**src/rtl/coarse_lock_pkg.sv**
```systemverilog
package coarse_lock_pkg;
  // absolute difference of two small unsigned codes
  function automatic int unsigned code_gap(input int unsigned a, input int unsigned b);
    return (a > b) ? (a - b) : (b - a);
  endfunction

  typedef struct packed {
    logic peak;
    logic trough;
  } turn_t;
endpackage

```
**src/rtl/cl_step_counter.sv**
```systemverilog
module cl_step_counter #(
  parameter int MAX_CODE = 24,
  parameter int CODE_W   = 5,
  parameter int RST_CODE = 12
) (
  input  logic              clk,
  input  logic              rst,
  input  logic              adv,
  input  logic              up,
  output logic [CODE_W-1:0] cnt
);
  localparam logic [CODE_W-1:0] TOP  = CODE_W'(MAX_CODE);
  localparam logic [CODE_W-1:0] INIT = CODE_W'(RST_CODE);

  always_ff @(posedge clk) begin
    if (rst) begin
      cnt <= INIT;
    end else if (adv) begin
      if (up && cnt != TOP)
        cnt <= cnt + CODE_W'(1);
      else if (!up && cnt != '0)
        cnt <= cnt - CODE_W'(1);
    end
  end

  assert_step_one_R2: assert property (@(posedge clk) disable iff (rst)
    adv |=> ((cnt == $past(cnt) + CODE_W'(1)) || (cnt + CODE_W'(1) == $past(cnt)) ||
             (cnt == $past(cnt))));
  assert_no_overflow_R3: assert property (@(posedge clk) disable iff (rst)
    cnt <= TOP);
  assert_hold_top_R3: assert property (@(posedge clk) disable iff (rst)
    (adv && up && cnt == TOP) |=> cnt == TOP);
  assert_hold_zero_R3: assert property (@(posedge clk) disable iff (rst)
    (adv && !up && cnt == '0) |=> cnt == '0);
  assert_frozen_R9: assert property (@(posedge clk) disable iff (rst)
    !adv |=> $stable(cnt));
endmodule

```
**src/rtl/cl_turn_detect.sv**
```systemverilog
module cl_turn_detect
  import coarse_lock_pkg::*;
(
  input  logic  clk,
  input  logic  rst,
  input  logic  adv,
  input  logic  sign_up,
  output turn_t turn
);
  logic prev_up;
  logic prev_vld;

  always_ff @(posedge clk) begin
    if (rst) begin
      prev_up  <= 1'b0;
      prev_vld <= 1'b0;
    end else if (adv) begin
      prev_up  <= sign_up;
      prev_vld <= 1'b1;
    end
  end

  always_comb begin
    turn.peak   = adv && prev_vld &&  prev_up && !sign_up;
    turn.trough = adv && prev_vld && !prev_up &&  sign_up;
  end

  assert_no_turn_frozen_R9: assert property (@(posedge clk) disable iff (rst)
    !adv |-> (turn == '0));
endmodule

```
**src/rtl/cl_extreme_store.sv**
```systemverilog
module cl_extreme_store #(
  parameter int CODE_W = 5
) (
  input  logic              clk,
  input  logic              rst,
  input  logic              stb,
  input  logic [CODE_W-1:0] value,
  output logic [CODE_W-1:0] newest,
  output logic [CODE_W-1:0] older,
  output logic              full
);
  logic [1:0] seen;

  always_ff @(posedge clk) begin
    if (rst) begin
      newest <= '0;
      older  <= '0;
      seen   <= 2'd0;
    end else if (stb) begin
      newest <= value;
      older  <= newest;
      if (seen != 2'd2)
        seen <= seen + 2'd1;
    end
  end

  assign full = (seen == 2'd2);

  assert_capture_value_R4: assert property (@(posedge clk) disable iff (rst)
    stb |=> newest == $past(value));
  assert_keep_pair_R5: assert property (@(posedge clk) disable iff (rst)
    stb |=> older == $past(newest));
  assert_idle_hold_R5: assert property (@(posedge clk) disable iff (rst)
    !stb |=> ($stable(newest) && $stable(older)));
  assert_full_sticky_R6: assert property (@(posedge clk) disable iff (rst)
    full |=> full);
endmodule

```
**src/rtl/cl_lock_judge.sv**
```systemverilog
module cl_lock_judge
  import coarse_lock_pkg::*;
#(
  parameter int CODE_W   = 5,
  parameter int LOCK_WIN = 2
) (
  input  logic              clk,
  input  logic              rst,
  input  logic [CODE_W-1:0] pk_new,
  input  logic [CODE_W-1:0] pk_old,
  input  logic              pk_full,
  input  logic [CODE_W-1:0] tr_new,
  input  logic [CODE_W-1:0] tr_old,
  input  logic              tr_full,
  output logic              fine_en,
  output logic [CODE_W-1:0] lock_code
);
  logic          close_hit;
  logic [CODE_W:0] mid_sum;

  always_comb begin
    close_hit = pk_full && tr_full &&
                ((code_gap(32'(pk_new), 32'(pk_old)) <= LOCK_WIN) ||
                 (code_gap(32'(tr_new), 32'(tr_old)) <= LOCK_WIN));
    mid_sum   = {1'b0, pk_new} + {1'b0, tr_new};
  end

  always_ff @(posedge clk) begin
    if (rst) begin
      fine_en   <= 1'b0;
      lock_code <= '0;
    end else if (!fine_en && close_hit) begin
      fine_en   <= 1'b1;
      lock_code <= mid_sum[CODE_W:1];
    end
  end

  assert_need_pairs_R6: assert property (@(posedge clk) disable iff (rst)
    $rose(fine_en) |-> $past(pk_full && tr_full));
  assert_sticky_R9: assert property (@(posedge clk) disable iff (rst)
    fine_en |=> (fine_en && $stable(lock_code)));
  assert_mid_R8: assert property (@(posedge clk) disable iff (rst)
    $rose(fine_en) |-> ({1'b0, lock_code} ==
                        (({1'b0, $past(pk_new)} + {1'b0, $past(tr_new)}) >> 1)));
endmodule

```
**src/rtl/coarse_lock_ctrl.sv**
```systemverilog
module coarse_lock_ctrl
  import coarse_lock_pkg::*;
#(
  parameter int MAX_CODE = 24,
  parameter int COL_W    = 3,
  parameter int LOCK_WIN = 2,
  parameter int CODE_W   = $clog2(MAX_CODE + 1),
  parameter int ROW_W    = CODE_W - COL_W
) (
  input  logic             clk,
  input  logic             rst,
  input  logic             sign_up,
  output logic             fine_en,
  output logic [ROW_W-1:0] row_sel,
  output logic [COL_W-1:0] col_sel
);
  localparam int MID_CODE = MAX_CODE / 2;

  logic              adv;
  logic [CODE_W-1:0] cnt;
  turn_t             turn;
  logic [CODE_W-1:0] ext_new [2];
  logic [CODE_W-1:0] ext_old [2];
  logic              ext_full [2];
  logic [1:0]        ext_stb;
  logic [CODE_W-1:0] lock_code;
  logic [CODE_W-1:0] code_sel;

  assign adv     = !fine_en;
  assign ext_stb = {turn.trough, turn.peak};

  cl_step_counter #(
    .MAX_CODE(MAX_CODE), .CODE_W(CODE_W), .RST_CODE(MID_CODE)
  ) u_cnt (
    .clk(clk), .rst(rst), .adv(adv), .up(sign_up), .cnt(cnt)
  );

  cl_turn_detect u_turn (
    .clk(clk), .rst(rst), .adv(adv), .sign_up(sign_up), .turn(turn)
  );

  // index 0 holds peaks, index 1 holds troughs
  for (genvar g = 0; g < 2; g++) begin : g_ext
    cl_extreme_store #(.CODE_W(CODE_W)) u_store (
      .clk(clk), .rst(rst), .stb(ext_stb[g]), .value(cnt),
      .newest(ext_new[g]), .older(ext_old[g]), .full(ext_full[g])
    );
  end

  cl_lock_judge #(.CODE_W(CODE_W), .LOCK_WIN(LOCK_WIN)) u_judge (
    .clk(clk), .rst(rst),
    .pk_new(ext_new[0]), .pk_old(ext_old[0]), .pk_full(ext_full[0]),
    .tr_new(ext_new[1]), .tr_old(ext_old[1]), .tr_full(ext_full[1]),
    .fine_en(fine_en), .lock_code(lock_code)
  );

  assign code_sel = fine_en ? lock_code : cnt;
  assign row_sel  = code_sel[CODE_W-1:COL_W];
  assign col_sel  = code_sel[COL_W-1:0];

  assert_out_range_R3: assert property (@(posedge clk) disable iff (rst)
    code_sel <= CODE_W'(MAX_CODE));
  assert_out_hold_R9: assert property (@(posedge clk) disable iff (rst)
    fine_en |=> ($stable(row_sel) && $stable(col_sel)));
  assert_reset_mid_R1: assert property (@(posedge clk)
    rst |=> (!fine_en && code_sel == CODE_W'(MID_CODE)));
endmodule

```
**config.mk**
```make
export PLATFORM = sky130hd
export DESIGN_NAME = coarse_lock_ctrl
export DESIGN_NICKNAME = d
export VERILOG_FILES = /design/src/rtl/coarse_lock_pkg.sv /design/src/rtl/cl_step_counter.sv /design/src/rtl/cl_turn_detect.sv /design/src/rtl/cl_extreme_store.sv /design/src/rtl/cl_lock_judge.sv /design/src/rtl/coarse_lock_ctrl.sv
export SDC_FILE = /design/constraint.sdc
export NUM_CORES = 1
export LEC_CHECK = 0
export ABC_AREA = 0
export BUFFER_PORTS_ARGS = -buffer_cell sky130_fd_sc_hd__buf_2
export CAP_MARGIN = 20
export CORE_MARGIN = 8
export CORE_UTILIZATION = 62
export DETAILED_ROUTE_END_ITERATION = 8
export PLACE_DENSITY = 0.8
export SYNTH_ARGS = -nofsm -noshare
export SYNTH_HDL_FRONTEND = slang
export SYNTH_SLANG_ARGS = --single-unit
export TNS_END_PERCENT = 30
```
**constraint.sdc**
```tcl
create_clock -name clk -period 3.3 [get_ports clk]
set_input_delay 0.165 -clock clk [delete_from_list [all_inputs] [get_ports clk]]
set_output_delay 0.165 -clock clk [all_outputs]
set_load 0.005 [all_outputs]
```
======== Word level (Yosys, flattened, before mapping) ========
Cells that the tools add are included.
cells by class
  mux-type cells .......................... 5
  order comparisons ....................... 4
  reduce and logical (&&, ||, !) cells .... 19
  equal/unequal tests ..................... 5
  bitwise logic cells ..................... 1
  add/subtract/negate cells ............... 9
operators by type and width
  kind                   number
  $le A32 B2 Y1 const B  2
  $mux W32               2
  $sub A5 B5 Y6          4
  $mux W5                3
  $gt A5 B5 Y1           2
  $logic_and A1 B1 Y1    10
  $add A5 B5 Y6          1
  $reduce_and A2 Y1      3
  $add A5 B1 Y5 const B  1
  $ne A5 B5 Y1 const B   1
  $reduce_bool A5 Y1     1
  $sub A5 B1 Y5 const B  1
  $add A2 B1 Y2 const B  2
  $eq A2 B2 Y1 const B   2
  $ne A2 B2 Y1 const B   2
  $logic_not A1 Y1       3
  $reduce_bool A2 Y1     1
  $logic_or A1 B1 Y1     1
  $not A1 Y1             1
word-level totals
  word-level logic and storage cells ...... 54
  register bits ........................... 37

======== Logic depth before layout (Yosys ltp) ========
Gate-level depths: netlist of the first run.
  depth after elaboration ................. 6
  depth in mapped cells ................... 10

======== By module ========
Synthesis of the first run repeated with hierarchy kept, for this count alone.
second synthesis, totals
  cell total of the unflattened synthesis .. 294
  area total of the unflattened synthesis .. 2728.9 µm²
modules (own cells, without submodules)
  module            times used  sequential area each (µm²)  cells each  area each (µm²)
  cl_lock_judge     1           120.1                       152         1219.9
  cl_extreme_store  2           240.2                       43          474.2
  cl_step_counter   1           100.1                       40          377.9
  cl_turn_detect    1           40.0                        9           92.6
  coarse_lock_ctrl  1           0.0                         7           90.1

======== Worst setup path before layout of the first run ========
OpenSTA, ideal clock, no wires.
  kind .................................... register to register
  start point ............................. register g_ext[1].u_store.newest[0]
  end point ............................... register u_judge.lock_code[2]
  arrival ................................. 2647 ps
  path slack .............................. 531 ps
  stages on the path, launching flop included .. 11
  path through ............................ dfxtp_1 -> inv_1 -> ha_1 -> fa_1 -> nand2b_2 -> a21oi_1 -> mux2_2 -> or4_4 -> nand4_2 -> nor2_2 -> a221o_1
on the way
  word-level cells in the longest chain between the ends .. 6
RTL lines
  item                                           RTL line                source
  from (decl)                                    cl_extreme_store.sv:8   output logic [CODE_W-1:0] newest,
  from (signal assigned)                         cl_extreme_store.sv:20  newest <= value;
  $sub A5 B5 Y6 or $gt A5 B5 Y1 (tied branches)  coarse_lock_pkg.sv:4    return (a > b) ? (a - b) : (b - a);
  $mux W32                                       coarse_lock_pkg.sv:4
  $le A32 B2 Y1                                  cl_lock_judge.sv:24     (code_gap(32'(tr_new), 32'(tr_old)) <= LOCK_WIN));
  $logic_or A1 B1 Y1                             cl_lock_judge.sv:23     ((code_gap(32'(pk_new), 32'(pk_old)) <= LOCK_WIN) ||
  $logic_and A1 B1 Y1                            cl_lock_judge.sv:22     close_hit = pk_full && tr_full &&
  $logic_and A1 B1 Y1                            cl_lock_judge.sv:32     end else if (!fine_en && close_hit) begin
  to (signal assigned)                           cl_lock_judge.sv:34     lock_code <= mid_sum[CODE_W:1];
  to (decl)                                      cl_lock_judge.sv:16     output logic [CODE_W-1:0] lock_code
Parallel ways exist; a longest one is shown, timed or not.
A chain may end at the register's enable or synchronous reset.

======== Final worst setup path of the first run ========
  start point ............................. register g_ext[1].u_store.newest[0]
  end point ............................... register u_judge.lock_code[4]
The elaborated chain is that of the path after synthesis.

==> impl_metrics.toml, run 1 <==
[floorplan]
start_util = 0.652
core_area_sq_um = 4060
die_area_sq_um = 6610
die_w_um = 81.3
rows = 23
boundaryPins = 9
dieHeight_um = 81.3

[setup_path]
reg2reg_to = "u_judge.lock_code[4]"
arrival_ns = 3.19
crit_type = "flip-flop to flip-flop"
critical_path.endpoint = "u_judge.lock_code[4]"
cp_slowest_stage_delay_ns = 0.49
cp.required_ns = 3.48
rr_worst_depth = 10
cp_top_family = "simple AND/OR/NAND/NOR gates"
cp_slowest_cell = "or4_4"
path_cells = "inv_1, ha_1, fa_1, nand2b_2, a21oi_1, mux2_2, or4_4, nand4_2, nor2_2, a221o_1"
end_kind = "flip-flop"
rr_startpoint = "g_ext[1].u_store.newest[0]"
worst-path-stages = 10
crit_fanout = 6
crit_start = "g_ext[1].u_store.newest[0]"
r2r_slack_ns = 0.29
crit_buf_inv = 1
cp-start-kind = "flip-flop"

[timing]
period_share = 0.911
tightest_slew_ns = 1.11
max_freq_ghz = 0.333
setup_viol = 0
rsz0062_at_grt = "false"
holdWs_ns = 0.260
setup_tns_ns = 0
fin_skew_ns = 0.00473
relSlewSlack = 0.260
drv_slew = 0
hold_viol = 0
period_minus_slack_ns = 3.01

[global_route]
grt_max_degree = 32
antenna_found_initial = 0
grt_pass1_vias = 2107
grt_first_pass_wirelength_mm = 9.51
grt_usage = 0.181
grt.overflow.total = 0

[clock_network]
post_cts_resized = 0
cts_tree = "built"
root_buffer = "clkbuf_8"
clk_pin_slew_worst_paths_ns = 0.08
clock_path_buffers = 2
numCtsBuffers = 5
clk_latency_ns = 0.29
cts_hold_buf = 0
postCtsSetupBuffers = 0
cts_max_level = 2
cts.sinks = 37

[synth]
synth.area.top_cells = "dfxtp_1 (28%), ha_1 (14%), nand2_1 (8.1%)"
synth_fa_ha_area_frac = 0.183
yosys.area.top_type = "dfxtp_1"
synth_cells = 324
synthDistinctLibCells = 49
synth.avg_cell_area_sq_um = 8.16
synth-simple-area-share = 0.230
synth_fp_nets = 362
synth_edf_count = 0
synth_common_cells = "nand2_1 (57), a21oi_1 (37), dfxtp_1 (37)"
async_reset_ff_frac = 0
synth_most_common_cell = "nand2_1"
synth_compound_area_frac = 0.167
ys_ff_latch = 37
ys_warn_count = 0
synth_xor_area_frac = 0.0364
synthFlopType = "dfxtp_1"
yosysSeqAreaShare = 0.280
netlist_area_sq_um = 2650
synth_top_family_by_area = "simple AND/OR/NAND/NOR gates"
yosys-mux-area-fraction = 0.0445
synth.top_cell.area_share = 0.280

[power_and_ir_drop]
p_leak_nw = 1.14
powerDensity_nw_per_um2 = 456
ir_worst_vdd_uv = 379

[place]
io_buffers = 8
gp_congestion = 0.994
hpwl_mm = 4.10

[drt]
first_pass_iters = 4
drt-initial-drc-count = 128
routedWlPerCell_um = 14.4
drc_errors = 0
ant_nets = 0
vias = 2178
routed_wl_mm = 5.47
avgViaCountPerCell = 5.73

[worst_hold_path]
min_path_type = "primary input to flip-flop"
worstHoldStart = "sign_up"

[layout]
final_nets = 367
n_antenna_cell = 0
area_growth_pct = 5.25
drive_gt1_frac = 0.115

[status]
status = "complete, no violations"

[job]
drv_cap = 0
## area by class of cell
class                      count  area (sq um)
clock buffer                   6          72.6
clock inverter                 2          10.0
fill                         343          1270
inverter                      30           113
multi-input combinational    247          1750
sequential                    37           741
tap                           50          62.6
timing repair buffer           8          40.0
## cell usage in the layout, fill, tap and decap left out, types with 3 or more instances in the layout
master    count
nand2_1      57
buf_2         8
ha_1         29
o21a_1        3
nor3b_1       3
nand3_1       3
xor2_1        5
o221ai_1      3
clkbuf_8      5
nand4_1       3
nand3b_1      3
mux2_2        6
mux2i_1       5
a221o_1       4
a211oi_1      3
nand2b_1      3
fa_1          6
o21ai_0       6
dfxtp_1      37
nor3_1        3
xnor2_1       6
and2_1        3
nor2_1       26
inv_1        30
a21oi_1      37
a21o_1        4
## report_power, final
| group | switching (W) | leakage, nW | internal [W] |
|---|---|---|---|
| registers | 0.0000644 | 0.301 | 0.000481 |
| logic | 0.000216 | 0.792 | 0.000199 |
| clock network | 0.000162 | 0.0450 | 0.000146 |
## stage by stage
| stage | cells | area [sq um] | power [W] | worst slack (ns) | util |
|---|---|---|---|---|---|
| final | 380 | 2780 | 0.00127 | 0.292 | 0.686 |
| after floorplan | 324 | 2650 | 0.000869 | 0.531 | - |
| after global routing | 380 | 2780 | 0.00136 | 0.165 | 0.686 |
| after CTS | 380 | 2780 | 0.00127 | 0.318 | 0.686 |
| after detailed placement | 372 | 2700 | 0.000967 | 0.315 | 0.666 |
| after global placement | 372 | 2700 | 0.000957 | 0.436 | 0.666 |
## cell families after synthesis
group,Yosys count
and+or+nand+nor,122
AOI/OAI and AO/OA,68
buffers and inverters,40
DFF,37
adders and majority gates,35
xor gates and xnor gates,11
muxes,11
## worst min path at each step
stage                     depth (start not counted)                        end  slack [ns]
after floorplan                                   2               u_cnt.cnt[3]        0.31
after global placement                            2  g_ext[1].u_store.older[4]        0.46
after detailed placement                          2  g_ext[1].u_store.older[4]        0.47
after CTS                                         3             u_turn.prev_up        0.26
after global routing                              3             u_turn.prev_up        0.28
final                                             3             u_turn.prev_up        0.26
## per-layer routing
layer / share of wire / up-vias / global-route usage / wire [um]
li1: - / 1111 / - / -
met1: 0.47 / 1014 / 0.230 / 2550
met2: 0.47 / 47 / 0.299 / 2550
met3: 0.054 / 6 / 0.0353 / 294
met4: 0.014 / 0 / 0.0607 / 74
met5: 0 / - / 0 / 0
## worst min-delay path: stages
cell and delay [ns]:
buf_2 0.16, mux2i_1 0.10, nor2_1 0.09
## sequential cells by signal, indices dropped and copies added, names as in the netlist
| register | cells |
|---|---|
| g_ext.u_store.older | 10 |
| u_judge.lock_code | 5 |
| u_turn.prev_up | 1 |
| g_ext.u_store.newest | 10 |
| u_cnt.cnt | 5 |
| u_turn.prev_vld | 1 |
| u_judge.fine_en | 1 |
| g_ext.u_store.seen | 4 |
(Power assumes the default switching activity.)
==> inputs of run 2 (changes only) <==
--- a/config.mk
+++ b/config.mk
@@ -5,7 +5,7 @@
 export SDC_FILE = /design/constraint.sdc
 export NUM_CORES = 1
 export LEC_CHECK = 0
-export ABC_AREA = 0
+export ABC_AREA = 1
 export BUFFER_PORTS_ARGS = -buffer_cell sky130_fd_sc_hd__buf_2
 export CAP_MARGIN = 20
 export CORE_MARGIN = 8
==> run 2 against run 1 <==
Effect of this change:
- total power grew 7.0%
- clock power is 28% higher
- fmax rose by 25%
- synthesized cell count rose by 21%
- setup slack improved by 0.60 ns
- critical endpoint unchanged
- clock skew decreased by 0.0015 ns
- register-to-register slack better by 0.60 ns
- critical path depth is 5 higher
- via count rose by 9.7%
- cell area rose by 4.4%
- die area is 4.0% higher
==> impl_metrics.toml, run 2 <==
[status]
status = "complete, no violations"

[synth]
synth_most_common_cell = "nand2_1"
synth.avg_cell_area_sq_um = 7.10
synth_fp_nets = 429
async_reset_ff_frac = 0
synth.area.top_cells = "dfxtp_1 (27%), ha_1 (13%), nand2_1 (9.2%)"
synthDistinctLibCells = 29
ys_ff_latch = 37
synth_common_cells = "nand2_1 (68), inv_1 (57), a21oi_1 (41)"
synth_cells = 391
synth.top_cell.area_share = 0.267
yosys.area.top_type = "dfxtp_1"
ys_warn_count = 0
synthFlopType = "dfxtp_1"
yosysSeqAreaShare = 0.267
synth_edf_count = 0
netlist_area_sq_um = 2780

[global_route]
antenna_found_initial = 0
grt_first_pass_wirelength_mm = 9.98
grt_usage = 0.166
grt.overflow.total = 0
grt_max_degree = 33
grt_pass1_vias = 2252

[drt]
routed_wl_mm = 5.59
wl_met1_mm = 2.72
drt-initial-drc-count = 169
avgViaCountPerCell = 5.37
top_layer_used = "met4"
wl_met3_um = 242
wl_met2_mm = 2.54
first_pass_iters = 5
vias = 2390
ant_nets = 0
drc_errors = 0
routedWlPerCell_um = 12.6

[power_and_ir_drop]
p_switching_w = 0.000490
seq_power_share = 0.379
p_leak_nw = 1.35
clockPowerShare = 0.289
netSwitchingFraction = 0.361
p_int_w = 0.000868
powerDensity_nw_per_um2 = 468
ir_worst_vdd_uv = 393
combPwrFrac = 0.332

[setup_path]
cp-start-kind = "flip-flop"
r2r_slack_ns = 0.89
end_kind = "flip-flop"
arrival_ns = 2.60
crit_type = "flip-flop to flip-flop"
cp.required_ns = 3.49
reg2reg_to = "u_judge.lock_code[4]"
rr_worst_depth = 15
rr_startpoint = "g_ext[0].u_store.newest[0]"
crit_fanout = 11

[layout]
fillers = 383
final_nets = 430
mostFrequentLayoutCells = "nand2_1 (68), inv_1 (57), a21oi_1 (41)"
fin_cells = 445
area_growth_pct = 4.59
n_antenna_cell = 0
largestRegisters = "g_ext.u_store.newest x10, g_ext.u_store.older x10"
layout_commonest_cell = "nand2_1"
drive_gt1_frac = 0.137

[timing]
period_share = 0.730
fin_skew_ns = 0.00326
tightest_slew_ns = 1.00
rsz0062_at_grt = "false"
hold_viol = 0
max_freq_ghz = 0.415
setup_tns_ns = 0
relSlewSlack = 0.327
setup_viol = 0
period_minus_slack_ns = 2.41
drv_slew = 0

[place]
gp_congestion = 0.847
io_buffers = 8
placed_cells = 437
hpwl_mm = 4.24

[floorplan]
rows = 24
core_area_sq_um = 4320
die_area_sq_um = 6880
start_util = 0.642
dieHeight_um = 82.9
die_w_um = 82.9
boundaryPins = 9

[clock_network]
cts_hold_buf = 0
clock_path_buffers = 2
clk_pin_slew_worst_paths_ns = 0.07
cts_max_level = 2
cts_tree = "built"
post_cts_resized = 0
clk_latency_ns = 0.29
root_buffer = "clkbuf_8"
cts.sinks = 37
postCtsSetupBuffers = 0
numCtsBuffers = 5

[job]
drv_cap = 0

[worst_hold_path]
worstHoldStart = "rst"
min_to = "u_judge.fine_en"
min_path_type = "primary input to flip-flop"
hold_depth = 2
==> run 2: cell count changes after synthesis, moves of 7 or more <==
cell	before	now
nand3_2	0	7
nand3_1	3	23
o21ai_0	6	38
nand2_1	57	68
inv_1	30	57
nand2_2	0	11
==> run 2: layout make-up <==
type                       instances  area (sq um)  share of cell area
tap                               52          65.1              0.0224
timing repair buffer               9          47.5              0.0164
clock buffer                       6          72.6              0.0250
sequential                        37           741               0.255
inverter                          62           233              0.0801
clock inverter                     2          38.8              0.0134
multi-input combinational        277          1710               0.588
==> run 2: through the flow <==
| stage | util | instance area [sq um] | power [W] | hold WS [ns] | setup WS, ns |
|---|---|---|---|---|---|
| final | 0.672 | 2910 | 0.00136 | 0.109 | 0.890 |
| after global routing | 0.672 | 2910 | 0.00146 | 0.0963 | 0.617 |
| after CTS | 0.672 | 2910 | 0.00136 | 0.0994 | 0.896 |
| after detailed placement | 0.646 | 2790 | 0.000971 | 0.409 | 0.939 |
| after global placement | 0.646 | 2790 | 0.000960 | 0.411 | 0.930 |
| after floorplan | - | 2780 | 0.000903 | 0.227 | 1.23 |
==> run 2: worst max path at each step <==
stage          slack [ns]  cells after the start                       start                    to
3_5_place_dp         0.94                     15  g_ext[0].u_store.newest[0]  u_judge.lock_code[4]
5_1_grt              0.62                     15  g_ext[0].u_store.newest[0]  u_judge.lock_code[4]
3_3_place_gp         0.93                     15  g_ext[0].u_store.newest[0]  u_judge.lock_code[4]
2_1_floorplan        1.23                     16  g_ext[0].u_store.newest[0]  u_judge.lock_code[0]
6_report             0.89                     15  g_ext[0].u_store.newest[0]  u_judge.lock_code[4]
4_1_cts              0.90                     15  g_ext[0].u_store.newest[0]  u_judge.lock_code[4]
==> run 2: power by group through the flow <==
stage / combinational, W / clock [W] / sequential [W]
2_1_floorplan: 0.000393 / 0 / 0.000510
3_3_place_gp: 0.000436 / 0 / 0.000524
3_5_place_dp: 0.000445 / 0 / 0.000525
4_1_cts: 0.000449 / 0.000400 / 0.000515
5_1_grt: 0.000517 / 0.000421 / 0.000520
6_report: 0.000451 / 0.000393 / 0.000515
==> run 2: logic make-up (layout without fill, tap and decap cells) <==
logic type,Yosys count,count (layout),synth area share
AO/OA/AOI/OAI,92,92,0.178
XOR/XNOR,6,6,0.0189
adder cells (fa/ha/maj),35,35,0.174
buffers and inverters,77,79,0.120
flip-flops,37,37,0.267
AND/OR/NAND/NOR,144,144,0.242
==> run 2: layer usage <==
metal / up-vias / global-route usage
li1: 1261 / -
met1: 1072 / 0.204
met2: 47 / 0.272
met3: 10 / 0.0449
met4: 0 / 0.0559
met5: - / 0
==> run 2: critical path, stage by stage (launching register included) <==
cell	delay (ns)
dfxtp_1	0.37
inv_1	0.08
ha_1	0.24
fa_1	0.42
inv_1	0.09
nand4_1	0.09
nand3_2	0.10
nand2_2	0.09
nand2_1	0.07
nand2_1	0.06
nor2_2	0.11
nand2_2	0.07
nand2_2	0.25
nand3_1	0.11
nand2_1	0.10
nor2_1	0.06
